`src/rtl/isr_pkg.sv`:
```
package isr_pkg;
  localparam int DW     = 16;
  localparam int ADDR_W = 3;

  localparam logic [ADDR_W-1:0] A_STAT = 3'd0;
  localparam logic [ADDR_W-1:0] A_INT  = 3'd1;
  localparam logic [ADDR_W-1:0] A_CFGA = 3'd2;
  localparam logic [ADDR_W-1:0] A_CFGB = 3'd3;
  localparam logic [ADDR_W-1:0] A_CMD  = 3'd4;

  localparam int B_MASTER = 15;
  localparam int B_LOAD   = 7;
  localparam int B_PROG   = 6;
  localparam int B_ERASE  = 5;
  localparam int B_CFG_POL = 6;
  localparam int B_CFG_RDY = 7;

  localparam int E_CMD   = 10;
  localparam int E_ERASE = 11;
  localparam int E_PROG  = 12;
  localparam int E_LOAD  = 13;

  localparam logic [DW-1:0] INT_COLD  = 16'h8080;
  localparam logic [DW-1:0] INT_WARM  = 16'h8010;
  localparam logic [DW-1:0] CFGA_INIT = 16'h40C0;
  localparam logic [DW-1:0] CFGA_RDMSK = 16'hFFE0;
  localparam logic [DW-1:0] ERR_BITS  = 16'h3C00;

  function automatic logic cmd_is_reset(input logic [DW-1:0] c);
    return (c == 16'h00F0) || (c == 16'h00F3);
  endfunction

  function automatic logic cmd_is_known(input logic [DW-1:0] c);
    case (c)
      16'h0000, 16'h0013, 16'h0080, 16'h001A, 16'h001B,
      16'h0023, 16'h0027, 16'h002A, 16'h002C, 16'h0071,
      16'h0094, 16'h0095, 16'h00B0, 16'h0030, 16'h0065: return 1'b1;
      default: return 1'b0;
    endcase
  endfunction
endpackage

```
`src/rtl/isr_cmd_filter.sv`:
```
module isr_cmd_filter
  import isr_pkg::*;
(
  input  logic          wr_i,
  input  logic          busy_i,
  input  logic [DW-1:0] code_i,
  output logic          warm_o,
  output logic          known_o,
  output logic          unknown_o
);
  logic take;
  logic rst_cmd;
  logic kn_cmd;

  always_comb begin
    take      = wr_i && !busy_i;
    rst_cmd   = cmd_is_reset(code_i);
    kn_cmd    = cmd_is_known(code_i);
    warm_o    = take && rst_cmd;
    known_o   = take && !rst_cmd && kn_cmd;
    unknown_o = take && !rst_cmd && !kn_cmd;
  end
endmodule

```
`src/rtl/isr_event_regs.sv`:
```
module isr_event_regs
  import isr_pkg::*;
#(
  parameter int N_DONE = 3,
  parameter int N_ERR  = 4
) (
  input  logic              clk,
  input  logic              rst,
  input  logic              warm_i,
  input  logic              and_we_i,
  input  logic [DW-1:0]     and_mask_i,
  input  logic [N_DONE-1:0] done_i,
  input  logic              flag_i,
  input  logic [N_ERR-1:0]  err_i,
  input  logic              unk_i,
  output logic [DW-1:0]     int_q_o,
  output logic [DW-1:0]     stat_q_o,
  output logic [DW-1:0]     int_nxt_o
);
  localparam int DONE_POS [3] = '{B_LOAD, B_PROG, B_ERASE};
  localparam int ERR_POS  [4] = '{E_CMD, E_ERASE, E_PROG, E_LOAD};

  logic [DW-1:0] int_q, stat_q;
  logic [DW-1:0] set_v, err_v, masked, stat_keep, stat_nxt;

  always_comb begin
    set_v = '0;
    for (int i = 0; i < N_DONE; i++) set_v[DONE_POS[i]] = done_i[i];
    set_v[B_MASTER] = (|done_i) | flag_i | (|err_i) | unk_i;
    err_v = '0;
    for (int j = 0; j < N_ERR; j++) err_v[ERR_POS[j]] = err_i[j];
    err_v[E_CMD] = err_v[E_CMD] | unk_i;
    masked    = and_we_i ? (int_q & and_mask_i) : int_q;
    int_nxt_o = warm_i ? INT_WARM : (masked | set_v);
    stat_keep = int_nxt_o[B_MASTER] ? stat_q : (stat_q & ~ERR_BITS);
    stat_nxt  = warm_i ? '0 : (stat_keep | err_v);
  end

  always_ff @(posedge clk) begin
    if (rst) begin
      int_q  <= INT_COLD;
      stat_q <= '0;
    end else begin
      int_q  <= int_nxt_o;
      stat_q <= stat_nxt;
    end
  end

  assign int_q_o  = int_q;
  assign stat_q_o = stat_q;
endmodule

```
`src/rtl/isr_cfg_regs.sv`:
```
module isr_cfg_regs
  import isr_pkg::*;
(
  input  logic          clk,
  input  logic          rst,
  input  logic          warm_i,
  input  logic          wa_i,
  input  logic          wb_i,
  input  logic [DW-1:0] wdata_i,
  output logic [DW-1:0] cfga_q_o,
  output logic [DW-1:0] cfgb_q_o,
  output logic [DW-1:0] cfga_nxt_o,
  output logic          rdy_o
);
  logic [DW-1:0] cfga_q, cfgb_q;
  logic          rdy_q;

  always_comb begin
    if (warm_i)    cfga_nxt_o = CFGA_INIT;
    else if (wa_i) cfga_nxt_o = wdata_i;
    else           cfga_nxt_o = cfga_q;
  end

  always_ff @(posedge clk) begin
    if (rst || warm_i) begin
      cfga_q <= CFGA_INIT;
      cfgb_q <= '0;
      rdy_q  <= 1'b1;
    end else begin
      cfga_q <= cfga_nxt_o;
      if (wb_i) cfgb_q <= wdata_i;
      if (wa_i) rdy_q <= wdata_i[B_CFG_RDY];
    end
  end

  assign cfga_q_o = cfga_q;
  assign cfgb_q_o = cfgb_q;
  assign rdy_o    = rdy_q;
endmodule

```
`src/rtl/isr_top.sv`:
```
module isr_top
  import isr_pkg::*;
#(
  parameter int N_DONE = 3,
  parameter int N_ERR  = 4
) (
  input  logic              clk,
  input  logic              rst,
  input  logic              host_we,
  input  logic              host_re,
  input  logic [ADDR_W-1:0] host_addr,
  input  logic [DW-1:0]     host_wdata,
  output logic [DW-1:0]     host_rdata,
  input  logic [N_DONE-1:0] ev_done_i,
  input  logic              ev_flag_i,
  input  logic [N_ERR-1:0]  ev_err_i,
  output logic              cmd_go_o,
  output logic [DW-1:0]     cmd_code_o,
  output logic              irq_o,
  output logic              rdy_o
);
  logic          wr_int, wr_cfga, wr_cfgb, wr_cmd;
  logic          warm, known, unknown;
  logic [DW-1:0] int_q, stat_q, int_nxt;
  logic [DW-1:0] cfga_q, cfgb_q, cfga_nxt;
  logic [DW-1:0] cmd_q, rd_mux, rdata_q;
  logic          go_q, irq_q;

  assign wr_int  = host_we && (host_addr == A_INT);
  assign wr_cfga = host_we && (host_addr == A_CFGA);
  assign wr_cfgb = host_we && (host_addr == A_CFGB);
  assign wr_cmd  = host_we && (host_addr == A_CMD);

  isr_cmd_filter u_filt (
    .wr_i(wr_cmd), .busy_i(int_q[B_MASTER]), .code_i(host_wdata),
    .warm_o(warm), .known_o(known), .unknown_o(unknown)
  );

  isr_event_regs #(.N_DONE(N_DONE), .N_ERR(N_ERR)) u_evt (
    .clk(clk), .rst(rst), .warm_i(warm), .and_we_i(wr_int),
    .and_mask_i(host_wdata), .done_i(ev_done_i), .flag_i(ev_flag_i),
    .err_i(ev_err_i), .unk_i(unknown), .int_q_o(int_q),
    .stat_q_o(stat_q), .int_nxt_o(int_nxt)
  );

  isr_cfg_regs u_cfg (
    .clk(clk), .rst(rst), .warm_i(warm), .wa_i(wr_cfga), .wb_i(wr_cfgb),
    .wdata_i(host_wdata), .cfga_q_o(cfga_q), .cfgb_q_o(cfgb_q),
    .cfga_nxt_o(cfga_nxt), .rdy_o(rdy_o)
  );

  always_comb begin
    case (host_addr)
      A_STAT:  rd_mux = stat_q;
      A_INT:   rd_mux = int_q;
      A_CFGA:  rd_mux = cfga_q & CFGA_RDMSK;
      A_CFGB:  rd_mux = cfgb_q;
      A_CMD:   rd_mux = cmd_q;
      default: rd_mux = '0;
    endcase
  end

  always_ff @(posedge clk) begin
    if (rst) begin
      cmd_q   <= '0;
      go_q    <= 1'b0;
      irq_q   <= 1'b1;
      rdata_q <= '0;
    end else begin
      if (warm)                  cmd_q <= '0;
      else if (known || unknown) cmd_q <= host_wdata;
      go_q  <= known;
      irq_q <= int_nxt[B_MASTER] ^ ~cfga_nxt[B_CFG_POL];
      if (host_re) rdata_q <= rd_mux;
    end
  end

  assign host_rdata = rdata_q;
  assign cmd_go_o   = go_q;
  assign cmd_code_o = cmd_q;
  assign irq_o      = irq_q;
endmodule

```
`config.mk`:
```
export PLATFORM = sky130hd
export DESIGN_NAME = isr_top
export DESIGN_NICKNAME = d
export VERILOG_FILES = /design/src/rtl/isr_pkg.sv /design/src/rtl/isr_cmd_filter.sv /design/src/rtl/isr_event_regs.sv /design/src/rtl/isr_cfg_regs.sv /design/src/rtl/isr_top.sv
export SDC_FILE = /design/constraint.sdc
export NUM_CORES = 1
export LEC_CHECK = 0
export CELL_PAD_IN_SITES_DETAIL_PLACEMENT = 2
export CELL_PAD_IN_SITES_GLOBAL_PLACEMENT = 2
export CORE_MARGIN = 2
export CORE_UTILIZATION = 30
export DETAILED_ROUTE_END_ITERATION = 7
export MAX_ROUTING_LAYER = met4
export PLACE_DENSITY_LB_ADDON = 0.1
export SETUP_SLACK_MARGIN = 0.3
export SLEW_MARGIN = 25
export SYNTH_ARGS = -nofsm -noshare
export SYNTH_HDL_FRONTEND = slang
export SYNTH_HIERARCHICAL = 1
export SYNTH_SLANG_ARGS = --single-unit
```
`constraint.sdc`:
```
create_clock -name clk -period 3.1 [get_ports clk]
set_input_delay 0.62 -clock clk [delete_from_list [all_inputs] [get_ports clk]]
set_output_delay 0.62 -clock clk [all_outputs]
set_load 0.1 [all_outputs]
```
## Word level (Yosys, flattened, before mapping)

Cells that the tools add are included.

- Eq/ne operators: 20
- Bitwise gates (word level): 9
- Muxes and demuxes: 7
- Reductions and logical operators: 22

Operator list:

| operator | number |
|---|---|
| 16-bit by 8-bit == test with 1-bit output (second input constant) | 6 |
| 16-bit by 6-bit == test with 1-bit output (second input constant) | 5 |
| 16-bit case mux with 5 select lines | 1 |
| 16-bit by 5-bit == test with 1-bit output (second input constant) | 3 |
| 16-bit by 7-bit == test with 1-bit output (second input constant) | 2 |
| 16-bit two-way mux | 2 |
| 16-bit AND | 1 |
| 16-bit zero test | 1 |
| 16-bit by 14-bit bitwise OR with 16-bit output | 1 |
| 16-bit bitwise OR | 1 |
| 15-bit OR reduction | 1 |
| 14-bit two-way mux | 1 |
| 7-bit two-way mux | 2 |
| 1-bit logical AND | 9 |
| 3-bit by 2-bit == test with 1-bit output (second input constant) | 2 |
| 1-bit bitwise OR | 4 |
| 2-bit OR reduction | 2 |
| 4-bit OR reduction | 1 |
| 3-bit by 1-bit == test with 1-bit output (second input constant) | 1 |
| 3-bit == test (second input constant) | 1 |
| 1-bit zero test | 3 |
| 3-bit zero test | 1 |
| 1-bit logical OR | 3 |
| 3-bit OR reduction | 1 |
| 3 further kinds | 3 |

- Register bits after elaboration: 99
- Input port bits: 31
- Output and inout port bits: 35
- Logic and storage cells: 69

## Depth between registers and ports, before layout

- Depth after elaboration: 10
- Depth in mapped cells: 12

## By module

The synthesis kept the hierarchy.

By module, submodules not included:

| module | cells each | area each (um2) | instances |
|---|---|---|---|
| isr_top | 248 | 1953.1 | 1 |
| isr_cfg_regs | 127 | 1263.7 | 1 |
| isr_event_regs | 101 | 927.1 | 1 |
| isr_cmd_filter | 36 | 239.0 | 1 |

## Least setup slack after synthesis

OpenSTA, ideal clock, no wires.

- Kind: in2reg
- From: in host_addr[1]
- To: reg cmd_q[0] (netlist: cmd_code_o[0])
- Setup time: 0.132 ns
- Cell stages on the path: 12
- Setup slack: 0.527 ns
- Data required time: 2.968 ns
- Buffers on the path: 4
- Arrival time: 2.440 ns
- Path through: buf_6 buf_2 nor2_1 and3_1 nor2b_1 nor2b_1 a41o_1 or2_2 clkbuf_1 clkbuf_1 nand2_1 a21oi_1

- Longest elaborated chain between the ends: 6
- Elaborated cells on any way between the ends: 9

Ends and longest elaborated chain:

| element | RTL line | source |
|---|---|---|
| start, declared | isr_top.sv:11 | `input logic [ADDR_W-1:0] host_addr,` |
| 3-bit == test | isr_top.sv:32 | `assign wr_cmd = host_we && (host_addr == A_CMD);` |
| 1-bit logical AND | isr_top.sv:32 |  |
| named net wr_cmd | isr_top.sv:22 | `logic wr_int, wr_cfga, wr_cfgb, wr_cmd;` |
| 1-bit logical AND | isr_cmd_filter.sv:16 | `take = wr_i && !busy_i;` |
| 1-bit logical AND (2 in a row) | isr_cmd_filter.sv:21 | `unknown_o = take && !rst_cmd && !kn_cmd;` |
| named net unknown | isr_top.sv:23 | `logic warm, known, unknown;` |
| 1-bit logical OR | isr_top.sv:71 | `else if (known \|\| unknown) cmd_q <= host_wdata;` |
| end signal, assigned | isr_top.sv:71 |  |
| end, declared | isr_top.sv:26 | `logic [DW-1:0] cmd_q, rd_mux, rdata_q;` |

The timed path passes the listed nets, and every way through them passes these cells.
A chain may end at the register's enable or synchronous reset.

## Final worst setup path

- From: in host_wdata[0]
- To: reg irq_q (netlist: irq_o)

- Longest elaborated chain between the ends: 9
- Elaborated cells on any way between the ends: 31

Ends and longest elaborated chain:

| element | RTL line | source |
|---|---|---|
| start, declared | isr_top.sv:12 | `input logic [DW-1:0] host_wdata,` |
| 16-bit by 5-bit == test with 1-bit output (tied with other cells) | isr_pkg.sv:34 | `case (c)` |
| 15-bit OR reduction / 1-bit logical OR (equally long branches) | isr_pkg.sv:34, isr_pkg.sv:30 |  |
| 1-bit two-way mux / 1-bit zero test (equally long branches) | isr_pkg.sv:34, isr_cmd_filter.sv:21 |  |
| 1-bit zero test / 1-bit logical AND (equally long branches) | isr_cmd_filter.sv:21 |  |
| 1-bit logical AND (*) | isr_cmd_filter.sv:21 |  |
| named net unknown | isr_top.sv:23 |  |
| 1-bit bitwise OR (*) | isr_event_regs.sv:29 | `set_v[B_MASTER] = (\|done_i) \| flag_i \| (\|err_i) \| unk_i;` |
| 16-bit bitwise OR (*) | isr_event_regs.sv:34 | `int_nxt_o = warm_i ? INT_WARM : (masked \| set_v);` |
| 16-bit two-way mux (*) | isr_event_regs.sv:34 |  |
| named net int_nxt[15] | isr_top.sv:24 | `logic [DW-1:0] int_q, stat_q, int_nxt;` |
| 1-bit XOR (*) | isr_top.sv:73 | `irq_q <= int_nxt[B_MASTER] ^ ~cfga_nxt[B_CFG_POL];` |
| end signal, assigned | isr_top.sv:73 |  |
| end, declared | isr_top.sv:27 | `logic go_q, irq_q;` |

The timed path passes the listed nets; every way through them passes the cells marked *.

==> summary.md <==
| Metric | Value |
|---|---|
| Run status | completed |
| Routed wire length | 14,400 um |
| Share of cells above drive strength 1 | 20.9% |
| Mapped Area | 4140 um2 |
| Max Cap Viol | 0 |
| Detailed Place HPWL | 10,900 um |
| Uppermost routed layer | met4 |
| Antenna fix cells | 0 |
| Max transition margin | 53.5% |
| # nets final | 585 |
| Post-Syn Area per Cell | 8.66 um2 |
| RSZ-0062 raised after global routing | false |
| Vias per inst | 4.97 |
| Layout Skew | 0.00802 ns |
| Largest net degree at the start of global routing | 43 |
| Final TNS setup | 0 ns |
| Hold Buf Count CTS | 0 |
| Final Hold Fails | 0 |
| Fmax | 386 MHz |
| CTS tree | yes |
| Crit path DAT | 2.83 ns |
| Die area | 14,700 um2 |
| Pwr Density | 477 nW/um2 |
| Number of remaining DRC errors | 0 |
| Post-Synthesis Cells | 478 |
| Worst slack at placement | 0.118 ns |
| Reg clk slew, reported paths | 0.06 ns |
| Setup Buffers After CTS | 0 |
| DR WL/cell | 19.6 um |
| Port-buffer cells | 65 |
| GRT Overall Usage | 21.1% |
| Crit path time final | 2.59 ns |
| Final Core Density | 39.4% |
| R2R Setup Slk | 1.27 ns |
| Crit path capture type | flip-flop |
| Die outline width | 121 um |
| LEAKAGE | 2.01 nW |
| Critical path class | in2reg |
| Period utilization | 83.5% |
| FF-to-FF Start | u_evt/int_q_o[15]$_SDFF_PP1_ |
| Row count | 42 |
| Post_cts resized | 0 |
| Met3 Routed Length | 527 um |
| H-tree depth | 3 |
| Core Area | 13,300 um2 |
| IO Pins | 66 |
| First-pass GRT wire length | 22,600 um |
| Clock Sink Count | 82 |
| Die Span Y | 121 um |
| CP Data Required Time | 3.34 ns |
| Post-DP Area | 4970 um2 |
| GP Congestion | 0.809 |
| Crit-path max FO | 8 |
| DRT Pass-1 Iters | 5 |
| Clock Tree Root | clkbuf_16 |
| Finish-stage setup viols | 0 |
| Slew Limit Fails | 0 |
| Hold Path Class | reg2reg |
| Total gr overflow | 0 |
| Hold Path Sink | host_rdata[14]$_SDFFE_PP0P_ |
| Clk_lat worst skew | 0.35 ns |
| Via Count | 3,652 |
| Reg2Reg Depth | 8 |
| Worst hold path depth | 2 |
| M1 WL | 7020 um |
| Final ANT Viol Nets | 0 |
| Worst r2r dst | irq_o$_SDFF_PP1_ |
| Hold_sp | host_rdata[14]$_SDFFE_PP0P_ |
| Starting Density | 31.0% |
| Clock buffer count from CTS | 9 |
| Design Area, Final | 5260 um2 |
| VDD IR max | 0.225 mV |
| Worst Max-Slew Pin Slew | 0.695 ns |
| Final worst slack | 0.512 ns |
| Initial antenna violation count | 0 |
| Number of synthesis warnings | 6 |
| Crit start category | input pin |
| Met2 WL | 6560 um |
| Vias in the first global route | 3,850 |
| Maximum buffer depth of the clock tree | 2 |
| Iter 0 DRT Violations | 173 |
| Area grow syn2layout | 27.2% |
## routing by layer
layer  up-vias  global-route usage, %
li1       1766                      -
met1      1795                   28.7
met2        73                   32.0
met3        18                   2.82
met4         0                   7.90
met5         -                      -
## area by class of cell
| class | count | area (um2) |
|---|---|---|
| Tap cell | 176 | 220 |
| Clock inverter | 5 | 55.1 |
| Multi-Input combinational cell | 359 | 2250 |
| Clock buffer | 11 | 233 |
| Sequential cell | 82 | 1640 |
| Fill cell | 1547 | 8090 |
| Timing Repair Buffer | 101 | 858 |
| Inverter | 1 | 3.75 |
## power by group
group / switching [W] / internal, W / total, W
Combinational: 0.000219 / 0.000132 / 0.000352
Sequential: 0.0000139 / 0.00108 / 0.00109
Clock: 0.000448 / 0.000622 / 0.00107
Total: 0.000681 / 0.00183 / 0.00251
## worst max-delay path, stage by stage
cell and delay [ns]:
clkdlybuf4s50_1 0.65, nand4b_1 0.17, o221ai_1 0.25, o311ai_2 0.18, a41o_1 0.30, buf_4 0.17, nor3_4 0.16, nand2_1 0.09
xor2_1 0.17, nand2b_1 0.07
## worst max path at each step
stage / start / endpoint / slack (ns) / depth (start not counted)
6_report: host_wdata[0] / irq_o$_SDFF_PP1_ / 0.51 / 10
5_1_grt: host_addr[0] / u_cfg/cfgb_q_o[12]$_SDFFE_PP0P_ / 0.34 / 10
4_1_cts: host_wdata[0] / cmd_code_o[4]$_SDFFE_PP0P_ / 0.47 / 8
3_5_place_dp: host_wdata[0] / cmd_code_o[4]$_SDFFE_PP0P_ / 0.12 / 8
3_3_place_gp: host_addr[0] / irq_o$_SDFF_PP1_ / 0.23 / 11
2_1_floorplan: host_addr[1] / cmd_code_o[0]$_SDFFE_PP0P_ / 0.53 / 12
## stage by stage
step,power (W),hold WS (ns),instances
finish,0.00251,0.474,735
global route,0.00262,0.509,735
CTS,0.00254,0.479,735
detailed placement,0.00147,0.465,719
global placement,0.00146,0.454,719
floorplan,0.00133,0.434,489
## registers in the layout (all words and copies together) (netlist names)
signal	cells
cmd_go_o	1
cmd_code_o	16
u_cfg/rdy_o	1
u_evt/int_q_o	16
u_cfg/cfga_q_o	11
irq_o	1
u_cfg/cfgb_q_o	16
host_rdata	16
u_evt/stat_q_o	4
## cell usage in the layout (no fill, tap or decap), drive strengths merged, types with 2 or more instances in the layout
cell type	instances
a21o	2
a21oi	46
a31oi	11
and3	4
buf	71
clkbuf	11
clkdlybuf4s50	30
clkinv	2
clkinvlp	2
conb	12
dfxtp	82
mux2	22
mux2i	32
nand2	56
nand2b	32
nand3	3
nand4	2
nor2	35
nor2b	26
nor3	6
nor3b	16
o21ai	24
o21bai	6
or2	4
or4	4
Note: power is estimated with default switching activity, not from simulation.
